<file path="src/rtl/wdk_pkg.sv">
package wdk_pkg;
  localparam int BYTE_W = 8;
  localparam int SEL_W  = 3;

  localparam logic [BYTE_W-1:0] KEY_COUNT   = 8'h5A;
  localparam logic [BYTE_W-1:0] KEY_CONTROL = 8'hA5;
  localparam logic [BYTE_W-1:0] FLAG_CLEAR  = 8'h00;

  localparam logic [1:0] OFS_SHARED = 2'd0;
  localparam logic [1:0] OFS_STATUS = 2'd2;

  localparam int CTL_OVF   = 7;
  localparam int CTL_MODE  = 6;
  localparam int CTL_EN    = 5;
  localparam int CTL_RSTEN = 4;

  typedef struct packed {
    logic load_count;
    logic load_control;
    logic clear_flag;
    logic read_control;
  } wdk_cmd_t;
endpackage

</file>
<file path="src/rtl/wdk_bus_decode.sv">
module wdk_bus_decode
  import wdk_pkg::*;
(
  input  logic        bus_sel,
  input  logic        bus_wr,
  input  logic        bus_word,
  input  logic [1:0]  bus_addr,
  input  logic [15:0] bus_wdata,
  output wdk_cmd_t    cmd
);
  logic word_wr_even;
  logic [BYTE_W-1:0] key;
  logic [BYTE_W-1:0] payload;

  assign key     = bus_wdata[15:8];
  assign payload = bus_wdata[7:0];

  always_comb begin
    word_wr_even      = bus_sel & bus_wr & bus_word & ~bus_addr[0];
    cmd.load_count    = word_wr_even & (bus_addr == OFS_SHARED) & (key == KEY_COUNT);
    cmd.load_control  = word_wr_even & (bus_addr == OFS_SHARED) & (key == KEY_CONTROL);
    cmd.clear_flag    = word_wr_even & (bus_addr == OFS_STATUS) & (key == KEY_CONTROL)
                        & (payload == FLAG_CLEAR);
    cmd.read_control  = bus_sel & ~bus_wr & ~bus_addr[1] & (bus_word | ~bus_addr[0]);
  end
endmodule

</file>
<file path="src/rtl/wdk_prescaler.sv">
module wdk_prescaler #(
  parameter int SEL_W = 3,
  localparam int DIV_W = 2 ** SEL_W
) (
  input  logic             clk,
  input  logic             rst_n,
  input  logic             en,
  input  logic [SEL_W-1:0] sel,
  output logic             tick
);
  logic [DIV_W-1:0] pcount_q;
  logic [DIV_W-1:0] pcount_d;
  logic [DIV_W-1:0] mask;

  for (genvar i = 0; i < DIV_W; i++) begin : g_mask
    assign mask[i] = (sel >= SEL_W'(i));
  end

  always_comb begin
    pcount_d = en ? pcount_q + DIV_W'(1) : '0;
    tick     = en & ((pcount_q & mask) == mask);
  end

  always_ff @(posedge clk or negedge rst_n) begin
    if (!rst_n) pcount_q <= '0;
    else        pcount_q <= pcount_d;
  end
endmodule

</file>
<file path="src/rtl/wdk_counter.sv">
module wdk_counter #(
  parameter int CNT_W = 8
) (
  input  logic             clk,
  input  logic             rst_n,
  input  logic             load,
  input  logic [CNT_W-1:0] load_val,
  input  logic             tick,
  output logic [CNT_W-1:0] cnt_q,
  output logic             wrap
);
  logic [CNT_W-1:0] cnt_d;
  logic             cnt_en;

  always_comb begin
    cnt_en = load | tick;
    cnt_d  = load ? load_val : cnt_q + CNT_W'(1);
    wrap   = tick & ~load & (cnt_q == '1);
  end

  always_ff @(posedge clk or negedge rst_n) begin
    if (!rst_n)      cnt_q <= '0;
    else if (cnt_en) cnt_q <= cnt_d;
  end
endmodule

</file>
<file path="src/rtl/wdk_pulse.sv">
module wdk_pulse #(
  parameter int LEN = 6,
  localparam int CW = $clog2(LEN + 1)
) (
  input  logic clk,
  input  logic rst_n,
  input  logic fire,
  output logic active
);
  logic [CW-1:0] left_q;
  logic [CW-1:0] left_d;

  always_comb begin
    if (fire)              left_d = CW'(LEN);
    else if (left_q != '0) left_d = left_q - CW'(1);
    else                   left_d = '0;
    active = (left_q != '0);
  end

  always_ff @(posedge clk or negedge rst_n) begin
    if (!rst_n) left_q <= '0;
    else        left_q <= left_d;
  end
endmodule

</file>
<file path="src/rtl/keyed_watchdog.sv">
module keyed_watchdog
  import wdk_pkg::*;
#(
  parameter int PULSE_CYCLES = 6
) (
  input  logic        clk,
  input  logic        rst_n,
  input  logic        bus_sel,
  input  logic        bus_wr,
  input  logic        bus_word,
  input  logic [1:0]  bus_addr,
  input  logic [15:0] bus_wdata,
  output logic [15:0] bus_rdata,
  output logic        wdt_reset_o
);
  localparam int CNT_W = BYTE_W;

  wdk_cmd_t cmd;
  logic mode_q, mode_d, en_q, en_d, rsten_q, rsten_d;
  logic ovf_q, ovf_d, arm_q, arm_d, wrst_q, wrst_d;
  logic [SEL_W-1:0] sel_q, sel_d;
  logic tick, wrap, wd_fire, ovf_clr;
  logic [CNT_W-1:0] cnt_q;
  logic [BYTE_W-1:0] rbytes [4];

  wdk_bus_decode u_dec (
    .bus_sel   (bus_sel),
    .bus_wr    (bus_wr),
    .bus_word  (bus_word),
    .bus_addr  (bus_addr),
    .bus_wdata (bus_wdata),
    .cmd       (cmd)
  );

  wdk_prescaler #(.SEL_W(SEL_W)) u_pre (
    .clk   (clk),
    .rst_n (rst_n),
    .en    (en_q),
    .sel   (sel_q),
    .tick  (tick)
  );

  wdk_counter #(.CNT_W(CNT_W)) u_cnt (
    .clk      (clk),
    .rst_n    (rst_n),
    .load     (cmd.load_count),
    .load_val (bus_wdata[CNT_W-1:0]),
    .tick     (tick),
    .cnt_q    (cnt_q),
    .wrap     (wrap)
  );

  assign wd_fire = wrap & mode_q & rsten_q;

  wdk_pulse #(.LEN(PULSE_CYCLES)) u_pls (
    .clk    (clk),
    .rst_n  (rst_n),
    .fire   (wd_fire),
    .active (wdt_reset_o)
  );

  always_comb begin
    mode_d  = mode_q;
    en_d    = en_q;
    rsten_d = rsten_q;
    sel_d   = sel_q;
    if (cmd.load_control) begin
      mode_d  = bus_wdata[CTL_MODE];
      en_d    = bus_wdata[CTL_EN];
      rsten_d = bus_wdata[CTL_RSTEN];
      sel_d   = bus_wdata[SEL_W-1:0];
    end
    ovf_clr = cmd.load_control & ~bus_wdata[CTL_OVF] & arm_q;
    ovf_d   = wrap | (ovf_q & ~ovf_clr);
    arm_d   = ovf_clr ? 1'b0 : (arm_q | (cmd.read_control & ovf_q));
    wrst_d  = wd_fire | (wrst_q & ~cmd.clear_flag);
  end

  always_ff @(posedge clk or negedge rst_n) begin
    if (!rst_n) begin
      mode_q  <= 1'b0;
      en_q    <= 1'b0;
      rsten_q <= 1'b0;
      sel_q   <= '0;
      ovf_q   <= 1'b0;
      arm_q   <= 1'b0;
      wrst_q  <= 1'b0;
    end else begin
      mode_q  <= mode_d;
      en_q    <= en_d;
      rsten_q <= rsten_d;
      sel_q   <= sel_d;
      ovf_q   <= ovf_d;
      arm_q   <= arm_d;
      wrst_q  <= wrst_d;
    end
  end

  always_comb begin
    rbytes[0] = {ovf_q, mode_q, en_q, rsten_q, 1'b1, sel_q};
    rbytes[1] = cnt_q;
    rbytes[2] = {wrst_q, 1'b0, 6'h3F};
    rbytes[3] = '0;
    bus_rdata = '0;
    if (bus_sel && !bus_wr) begin
      if (bus_word) bus_rdata = {rbytes[{bus_addr[1], 1'b0}], rbytes[{bus_addr[1], 1'b1}]};
      else          bus_rdata = {8'h00, rbytes[bus_addr]};
    end
  end
endmodule

</file>
<file path="config.mk">
export PLATFORM = sky130hd
export DESIGN_NAME = keyed_watchdog
export DESIGN_NICKNAME = d
export VERILOG_FILES = /design/src/rtl/wdk_pkg.sv /design/src/rtl/wdk_bus_decode.sv /design/src/rtl/wdk_prescaler.sv /design/src/rtl/wdk_counter.sv /design/src/rtl/wdk_pulse.sv /design/src/rtl/keyed_watchdog.sv
export SDC_FILE = /design/constraint.sdc
export NUM_CORES = 1
export LEC_CHECK = 0
export BUFFER_PORTS_ARGS = -buffer_cell sky130_fd_sc_hd__buf_4
export CORE_ASPECT_RATIO = 0.5
export CORE_UTILIZATION = 53
export CTS_CLUSTER_DIAMETER = 120
export CTS_CLUSTER_SIZE = 12
export DETAILED_ROUTE_END_ITERATION = 10
export PLACE_DENSITY = 0.79
export SETUP_SLACK_MARGIN = 0.15
export SLEW_MARGIN = 0
export SYNTH_ARGS = -nofsm -noshare
export SYNTH_HDL_FRONTEND = slang
export SYNTH_SLANG_ARGS = --single-unit
</file>
<file path="constraint.sdc">
create_clock -name clk -period 2.4 [get_ports clk]
set_clock_uncertainty 0.1 [all_clocks]
set_input_delay 0.12 -clock clk [delete_from_list [all_inputs] [get_ports clk]]
set_output_delay 0.12 -clock clk [all_outputs]
set_load 0.01 [all_outputs]
</file>
==> results of run 1 <==
[through the flow]
stage / instance area [µm²] / utilization / hold WS, ps / std cells / total power (W)
3_5_place_dp: 2050 / 0.671 / -31.0 / 273 / 0.000606
2_1_floorplan: 1710 / - / -276 / 199 / 0.000537
3_3_place_gp: 2050 / 0.671 / -41.8 / 273 / 0.000603
6_report: 2190 / 0.718 / 16.2 / 283 / 0.000985
4_1_cts: 2160 / 0.708 / 0.0542 / 281 / 0.000984
5_1_grt: 2190 / 0.718 / 8.92 / 283 / 0.00102
[cell type report]
| class | count | area, µm² |
|---|---|---|
| multi-input cells | 155 | 963 |
| fillers | 249 | 861 |
| flip-flops and latches | 28 | 701 |
| repair buffers | 47 | 368 |
| well taps | 40 | 50.0 |
| clock buffers | 3 | 41.3 |
| inverters | 9 | 33.8 |
| clock inverters | 1 | 30.0 |
[placed cells by master, fill, tap and decap left out, types with 3 or more instances in the layout]
master         count
buf_4             41
mux2_2             5
xnor2_1            4
or3_1              4
a21oi_1           10
o31ai_1            7
nand2b_1           4
o21ai_0           12
a31oi_1            7
nand2_1           20
nor2_1            22
clkbuf_8           3
nor3_1             3
inv_1              9
and2_1             6
or4_1              6
nor4bb_1           3
nand3_1            9
ha_1               4
dfrtp_1           28
dlygate4sd3_1      6
[power by group through the flow]
| stage | combinational, W | sequential [W] | clock, W |
|---|---|---|---|
| after floorplan | 0.0000467 | 0.000490 | 0 |
| after global placement | 0.000112 | 0.000491 | 0 |
| after detailed placement | 0.000114 | 0.000491 | 0 |
| after CTS | 0.000120 | 0.000482 | 0.000382 |
| after global routing | 0.000136 | 0.000483 | 0.000398 |
| final | 0.000124 | 0.000482 | 0.000379 |
[kinds of logic after synthesis]
| kind of cell | Yosys count | share of synthesized area |
|---|---|---|
| buf+inv | 16 | 0.0350 |
| flops | 28 | 0.409 |
| mux | 7 | 0.0445 |
| fa+ha+maj | 4 | 0.0292 |
| simple gates | 95 | 0.299 |
| compound gates | 44 | 0.158 |
| xor+xnor | 5 | 0.0255 |
[registers in the layout (all words and copies together) (netlist names)]
signal / flops
u_cnt.cnt_q: 8
u_pre.pcount_q: 8
sel_q: 3
u_pls.left_q: 3
arm_q: 1
en_q: 1
mode_q: 1
ovf_q: 1
rsten_q: 1
wrst_q: 1
[worst max-delay path, cell delays in order, from the launching register on]
cell and delay, ps:
dfrtp_1 420, and3_1 230, nand2_1 70, o31a_2 490
or4_1 520, a31oi_1 200
[per-layer routing]
layer	wire length, µm	GRT usage
met4	34	0.0386
met3	284	0.0696
met2	2190	0.476
met5	0	0
met1	2030	0.391
[worst max path at each step]
stage / end / start
4_1_cts: u_cnt.cnt_q[2] / u_pre.pcount_q[2]
6_report: u_cnt.cnt_q[2] / u_pre.pcount_q[2]
3_5_place_dp: u_cnt.cnt_q[2] / u_pre.pcount_q[2]
5_1_grt: u_cnt.cnt_q[4] / sel_q[1]
2_1_floorplan: u_pls.left_q[1] / u_cnt.cnt_q[0]
3_3_place_gp: u_cnt.cnt_q[4] / u_pre.pcount_q[2]
[timing repair]
action                     4_1_cts  5_1_grt
hold buffers                     4        2
gates resized for setup          0        2
hold endpoints to repair        31        2
setup endpoints to repair        0        3
==> reports/results.ini, run 1 <==
[status]
outcome = finished, final reports clean

[run]
cap_violations = 0

[synthesis]
async_reset_ff_frac = 1.00
syn_avg_cell_area_um2 = 8.61
yosys-top-cells-count = dfrtp_1, nor2_1, nand2_1, o21ai_0, a21oi_1
yosysTopAreaCell = dfrtp_1
syn_inst = 199
yosysWarningCount = 0
synth.distinct_cells = 40
synth_nets = 226
netlist.area_leader.share = 0.409
synth_area_leaders = dfrtp_1, nor2_1, nand2_1
synth_edf_count = 0
ys_seq_elements = 28
synth-seq-area-share = 0.409
syn-cell-area_um2 = 1710
synth_flop_cell = dfrtp_1
yosysMostFrequentCell = dfrtp_1

[placed_design]
port_buffers = 39
gp_congestion = 0.868
dp_hpwl_um = 3190
pre_cts_ws_ps = 277

[critical_path]
critPathLaunchType = flip-flop
regToRegSetupSlack_ps = 290
arrival_ps = 2220
critPathKind = reg2reg
r2r-end = u_cnt.cnt_q[2]
reg2reg_from = u_pre.pcount_q[2]
path_max_fanout = 18
worst_r2r_path_depth = 5
end_kind = flip-flop
critPathRequiredTime_ps = 2500

[detailed_routing]
routed_wl_um = 4530
antenna_left = 0
first_pass_iters = 4
drc_errors = 0
wl_per_cell_um = 16.0
drtIter0Drc = 179
vias = 1689
viasPerCell = 5.97

[clock_tree]
cts_root_buffer = clkbuf_8
clk_latency_ps = 280
clkTransAtPathRegs_ps = 100
cts.htree.levels = 1
clock-sinks = 28
tritoncts = done
cts_setup_buffers = 0
cts_buffers = 3
cts_max_path_buffers = 2

[timing]
layout_min_cycle_time_ps = 2110
rsz0062_at_grt = false
slew_viol_final = 0
final.setup.tns_ps = 0
setup_viol = 0
layout_setup_ws_ps = 286
fin_crit_sh = 0.881
hold_viol_final = 0
tightestPinTransition_ps = 695
max_freq_mhz = 473
max_slew_margin = 0.536

[min_path]
hold_start = bus_wdata[3]
whs_endpoint = u_cnt.cnt_q[3]
hold_path.class = in2reg
hold_depth = 3

[grt]
antenna_found_initial = 0
grt_pass1_wl_um = 7380
grt_overflow = 0
grt_pass1_vias = 1567
grt_max_degree = 29
grtUsageTotal = 0.287

[layout]
antenna_cells = 0
area_growth_pct = 27.6
nets = 271
layout-drive-gt1-share = 0.222

[floorplanning]
fp-row-count = 14
die_x_um = 82.4
die_area_um2 = 3480
core-area_um2 = 3050
start_util = 0.562
fp.dieH_um = 42.2
io_pins = 40

[pwr]
p_switching_w = 0.000224
pwr-share-clk = 0.385
switching_share = 0.227
power_frac_seq = 0.490
peakVddDrop_mv = 0.269
pwr-share-comb = 0.126
p_leak_nw = 1.03
power_density_nw_per_um2 = 450
internal_power_w = 0.000761

Note: power is estimated with default switching activity, not from simulation.
==> run 2: changes to the inputs <==
--- a/config.mk
+++ b/config.mk
@@ -11,7 +11,7 @@
 export CTS_CLUSTER_DIAMETER = 120
 export CTS_CLUSTER_SIZE = 12
 export DETAILED_ROUTE_END_ITERATION = 10
-export PLACE_DENSITY = 0.79
+export PLACE_DENSITY_LB_ADDON = 0.1
 export SETUP_SLACK_MARGIN = 0.15
 export SLEW_MARGIN = 0
 export SYNTH_ARGS = -nofsm -noshare
==> reports/results.ini, run 2 (synthesis results as in run 1) <==
[grt]
grt_overflow = 0  ; unchanged
antenna_found_initial = 0  ; unchanged
grt_pass1_wl_um = 7290  ; -1.1%
grtUsageTotal = 0.281  ; -0.00584
grt_pass1_vias = 1577  ; +0.64%
grt_max_degree = 29  ; unchanged

[layout]
area_growth_pct = 26.4
final_cell_mix = buf_4, dfrtp_1, nor2_1
antenna_cells = 0  ; unchanged
nets = 269  ; -0.74%
layout-drive-gt1-share = 0.224  ; +0.00184
seq_area_um2 = 701  ; unchanged
fillCellCount = 244  ; -2.0%
multiInputGateArea_um2 = 963  ; unchanged
final_common_cell = buf_4
top_regs = u_cnt.cnt_q x8, u_pre.pcount_q x8

[clock_tree]
tritoncts = done
cts_root_buffer = clkbuf_8
clock-sinks = 28  ; unchanged
clk_latency_ps = 280  ; about the same
cts_max_path_buffers = 2  ; unchanged
cts.htree.levels = 1  ; unchanged
cts_buffers = 3  ; unchanged
clkTransAtPathRegs_ps = 100  ; about the same

[placed_design]
port_buffers = 39  ; unchanged
gp_congestion = 0.876  ; +0.90%
dp_hpwl_um = 3300  ; +3.2%
pre_cts_ws_ps = 309  ; +31.8 ps

[timing]
final.setup.tns_ps = 0  ; unchanged
tightestPinTransition_ps = 654  ; -40.9 ps
max_slew_margin = 0.562  ; +0.0258
fin_crit_sh = 0.901  ; +0.0199
slew_viol_final = 0  ; unchanged
layout_min_cycle_time_ps = 2160  ; +47.8 ps
setup_viol = 0  ; unchanged
rsz0062_at_grt = false
max_freq_mhz = 463  ; -2.2%
hold_viol_final = 0  ; unchanged
layout_setup_ws_ps = 238  ; -47.8 ps

[detailed_routing]
vias = 1709  ; +1.2%
drc_errors = 0  ; unchanged
first_pass_iters = 4  ; unchanged
drtIter0Drc = 107  ; -40%
wl_per_cell_um = 16.0  ; -0.18%
viasPerCell = 6.08  ; +1.9%
routed_wl_um = 4490  ; -0.88%
antenna_left = 0  ; unchanged

[floorplanning]
core-area_um2 = 3050  ; unchanged
start_util = 0.562  ; unchanged
die_area_um2 = 3480  ; unchanged
io_pins = 40  ; unchanged
die_x_um = 82.4  ; unchanged
fp-row-count = 14  ; unchanged
fp.dieH_um = 42.2  ; unchanged

[critical_path]
path_delay_family = compound AO/OA/AOI/OAI gates
critPathRequiredTime_ps = 2500  ; about the same
critPathLaunchType = flip-flop
cp_cell_sequence = inv_1 -> o21ai_1 -> a221o_1 -> or4_1 -> a31oi_1
critPathKind = reg2reg
crit_buf_inv = 1  ; +1
arrival_ps = 2260  ; +40 ps
cpPeakStageDelay_ps = 580  ; +60 ps
crit_slowest_cell = or4_1
end_kind = flip-flop
path_max_fanout = 18  ; unchanged

[run]
cap_violations = 0  ; unchanged

[status]
outcome = finished, final reports clean

[pwr]
power_density_nw_per_um2 = 451  ; +0.20%
p_leak_nw = 1.02  ; -0.81%
peakVddDrop_mv = 0.225  ; -16%

[min_path]
hold_path.class = in2reg

-- run 2: cell count changes in the layout (fill, tap and decap cells not counted) --
cell | previous run | this run
dlygate4sd3_1 | 6 | 4
-- run 2: worst paths after layout --
kind                       slack [ps]       startpoint  cells past startpoint                 to
min reg2reg                       370  u_pls.left_q[0]                      1    u_pls.left_q[0]
min                                 2     bus_wdata[1]                      3           sel_q[1]
max reg2reg                       240         sel_q[1]                      5     u_cnt.cnt_q[4]
max in group asynchronous        1750            rst_n                      2    u_pls.left_q[1]
min in group asynchronous         180            rst_n                      2  u_pre.pcount_q[7]
max                               240         sel_q[1]                      5     u_cnt.cnt_q[4]
-- run 2: layer usage --
layer	part of all wire	vias up	GRT usage
met5	0	-	0
met4	0.013	0	0.0632
met3	0.062	8	0.0717
met2	0.51	68	0.471
met1	0.42	832	0.366
li1	-	801	-
-- run 2: worst register-to-register path: cells and delay by family, from the launching register on --
family                 cells  cell delay [ps]
flip-flops                 1              440
AND/OR/NAND/NOR            1              580
AO/OA/AOI/OAI              3              820
buffers and inverters      1              130
-- run 2: cell type report --
class | instances | share of cell area
flip-flops and latches | 28 | 0.323
well taps | 40 | 0.0231
repair buffers | 45 | 0.161
inverters | 9 | 0.0156
clock buffers | 3 | 0.0191
clock inverters | 1 | 0.0139
multi-input cells | 155 | 0.445
-- run 2: where the power goes --
group          internal, W  total (W)  switching [W]
logic            0.0000580   0.000121      0.0000629
clock network     0.000224   0.000375       0.000151
registers         0.000477   0.000483     0.00000524
-- run 2: per-stage QoR --
stage / power [W] / utilization / instance area, µm² / cells / hold WS (ps)
6_report: 0.000978 / 0.711 / 2170 / 281 / 1.58
5_1_grt: 0.00101 / 0.711 / 2170 / 281 / 9.06
4_1_cts: 0.000980 / 0.708 / 2160 / 281 / 5.99
3_5_place_dp: 0.000606 / 0.671 / 2050 / 273 / -43.3
3_3_place_gp: 0.000603 / 0.671 / 2050 / 273 / -42.6
2_1_floorplan: 0.000537 / - / 1710 / 199 / -276
-- run 2: what timing repair did --
| item | in CTS | in global routing |
|---|---|---|
| hold endpoints to repair | 31 | 0 |
| hold buffers | 4 | 0 |
| endpoints found under the setup margin | 0 | 3 |
| gates resized for setup | 0 | 2 |
| setup buffers | 0 | 0 |
==> run 3: changes to the inputs <==
==> constraint.sdc (replaced) <==
create_clock -name clk -period 2.4 [get_ports clk]
set_clock_uncertainty 0.1 [all_clocks]
set_input_delay 0.24 -clock clk [delete_from_list [all_inputs] [get_ports clk]]
set_output_delay 0.24 -clock clk [all_outputs]
set_load 0.01 [all_outputs]
==> reports/results.ini, run 3 (synthesis results as in run 1) <==
[critical_path]
reg2reg_from = sel_q[1]
arrival_ps = 2210  ; -50 ps
critPathLaunchType = flip-flop
worst_r2r_path_depth = 5  ; unchanged
critPathRequiredTime_ps = 2510  ; about the same
end_kind = flip-flop
regToRegSetupSlack_ps = 300  ; +60 ps
path_max_fanout = 18  ; unchanged
critPathKind = reg2reg
r2r-end = u_cnt.cnt_q[3]

[floorplanning]
fp.dieH_um = 42.2  ; unchanged
core-area_um2 = 3050  ; unchanged
die_area_um2 = 3480  ; unchanged
io_pins = 40  ; unchanged
fp-row-count = 14  ; unchanged
start_util = 0.562  ; unchanged
die_x_um = 82.4  ; unchanged

[layout]
layout-drive-gt1-share = 0.230  ; +0.00606
final_cell_mix = buf_4, dfrtp_1, nor2_1
final_common_cell = buf_4
nets = 267  ; -0.74%
top_regs = u_cnt.cnt_q x8, u_pre.pcount_q x8
antenna_cells = 0  ; unchanged
area_growth_pct = 24.6
final_cell_count_no_fill = 279  ; -0.71%

[min_path]
hold_path.class = in2reg
hold_depth = 2  ; -1
whs_endpoint = rsten_q
hold_start = bus_wdata[4]

[placed_design]
port_buffers = 39  ; unchanged
dp_hpwl_um = 3110  ; -5.6%
gp_congestion = 0.852  ; -2.7%
placed_cells = 274  ; +0.37%

[clock_tree]
cts.htree.levels = 1  ; unchanged
cts_max_path_buffers = 2  ; unchanged
clock-sinks = 28  ; unchanged
tritoncts = done
cts_root_buffer = clkbuf_8
clkTransAtPathRegs_ps = 100  ; about the same
cts_buffers = 3  ; unchanged
clk_latency_ps = 280  ; about the same

[detailed_routing]
viasPerCell = 5.99  ; -1.5%
drtIter0Drc = 106  ; -0.93%
drc_errors = 0  ; unchanged
antenna_left = 0  ; unchanged
first_pass_iters = 5  ; +1
vias = 1672  ; -2.2%
routed_wl_um = 4200  ; -6.5%
wl_per_cell_um = 15.1  ; -5.8%

[pwr]
peakVddDrop_mv = 0.297  ; +32%
p_leak_nw = 1.02  ; -0.73%
power_density_nw_per_um2 = 456  ; +1.1%

[timing]
rsz0062_at_grt = false
max_freq_mhz = 476  ; +2.9%
setup_viol = 0  ; unchanged
layout_min_cycle_time_ps = 2100  ; -61.2 ps
max_slew_margin = 0.594  ; +0.0322
slew_viol_final = 0  ; unchanged
hold_ws_ps = 108  ; +106 ps
final.setup.tns_ps = 0  ; unchanged
hold_viol_final = 0  ; unchanged
tightestPinTransition_ps = 608  ; -46.0 ps
fin_crit_sh = 0.875  ; -0.0255

[grt]
grt_max_degree = 29  ; unchanged
grt_pass1_wl_um = 6770  ; -7.2%
grt_pass1_vias = 1518  ; -3.7%
grt_overflow = 0  ; unchanged
grtUsageTotal = 0.260  ; -0.0218
antenna_found_initial = 0  ; unchanged

[status]
outcome = finished, final reports clean

[run]
cap_violations = 0  ; unchanged

run 3: cell count changes in the layout (fill, tap and decap cells not counted):
cell           delta
nor4_4            -1
buf_4             +1
nor4_2            +1
dlygate4sd3_1     -3
run 3: layout make-up:
class,instances,area [µm²]
fill,264,912
tap,40,50.0
timing repair buffer,43,325
sequential,28,701
multi-input combinational,155,955
inverter,9,33.8
clock inverter,1,30.0
clock buffer,3,41.3
run 3: where the power goes:
part	total (W)	switching [W]	leakage, nW	internal [W]
Sequential	0.000482	0.00000459	0.330	0.000477
Combinational	0.000116	0.0000604	0.651	0.0000559
Clock	0.000377	0.000153	0.0357	0.000224
Total	0.000975	0.000218	1.02	0.000757
run 3: worst max path at each step:
stage | startpoint | slack, ps | to
after floorplan | u_cnt.cnt_q[0] | 580 | u_pls.left_q[1]
after global placement | u_pre.pcount_q[2] | 370 | u_cnt.cnt_q[6]
after detailed placement | u_pre.pcount_q[2] | 310 | u_cnt.cnt_q[5]
after CTS | u_pre.pcount_q[2] | 280 | u_cnt.cnt_q[5]
after global routing | u_cnt.cnt_q[0] | 170 | wrst_q
final | sel_q[1] | 300 | u_cnt.cnt_q[3]
run 3: critical path: stages, from the launching register on:
cell and delay, ps:
dfrtp_1 430, inv_1 140, o21ai_1 90, a221o_1 530, or4_1 560, a31oi_1 180
run 3: what timing repair did:
item | in CTS | in global routing
gates resized for setup | 0 | 1
hold buffers | 1 | 0
endpoints found under the setup margin | 0 | 2
endpoints found under the hold margin | 28 | 0
buffers inserted | 0 | 0
run 3: routing by layer:
metal	wire length [µm]	part of all wire	global-route usage
met5	0	0	0
met4	14	0.0033	0.0491
met3	256	0.061	0.0609
met2	2050	0.49	0.431
met1	1880	0.45	0.348
run 3: stage by stage:
stage | power [W] | setup slack (ps) | cell area (µm²) | util
finish | 0.000975 | 299 | 2140 | 0.701
global route | 0.00101 | 170 | 2140 | 0.701
CTS | 0.000979 | 285 | 2130 | 0.700
detailed placement | 0.000606 | 309 | 2050 | 0.674
global placement | 0.000604 | 371 | 2050 | 0.674
floorplan | 0.000537 | 578 | 1710 | -
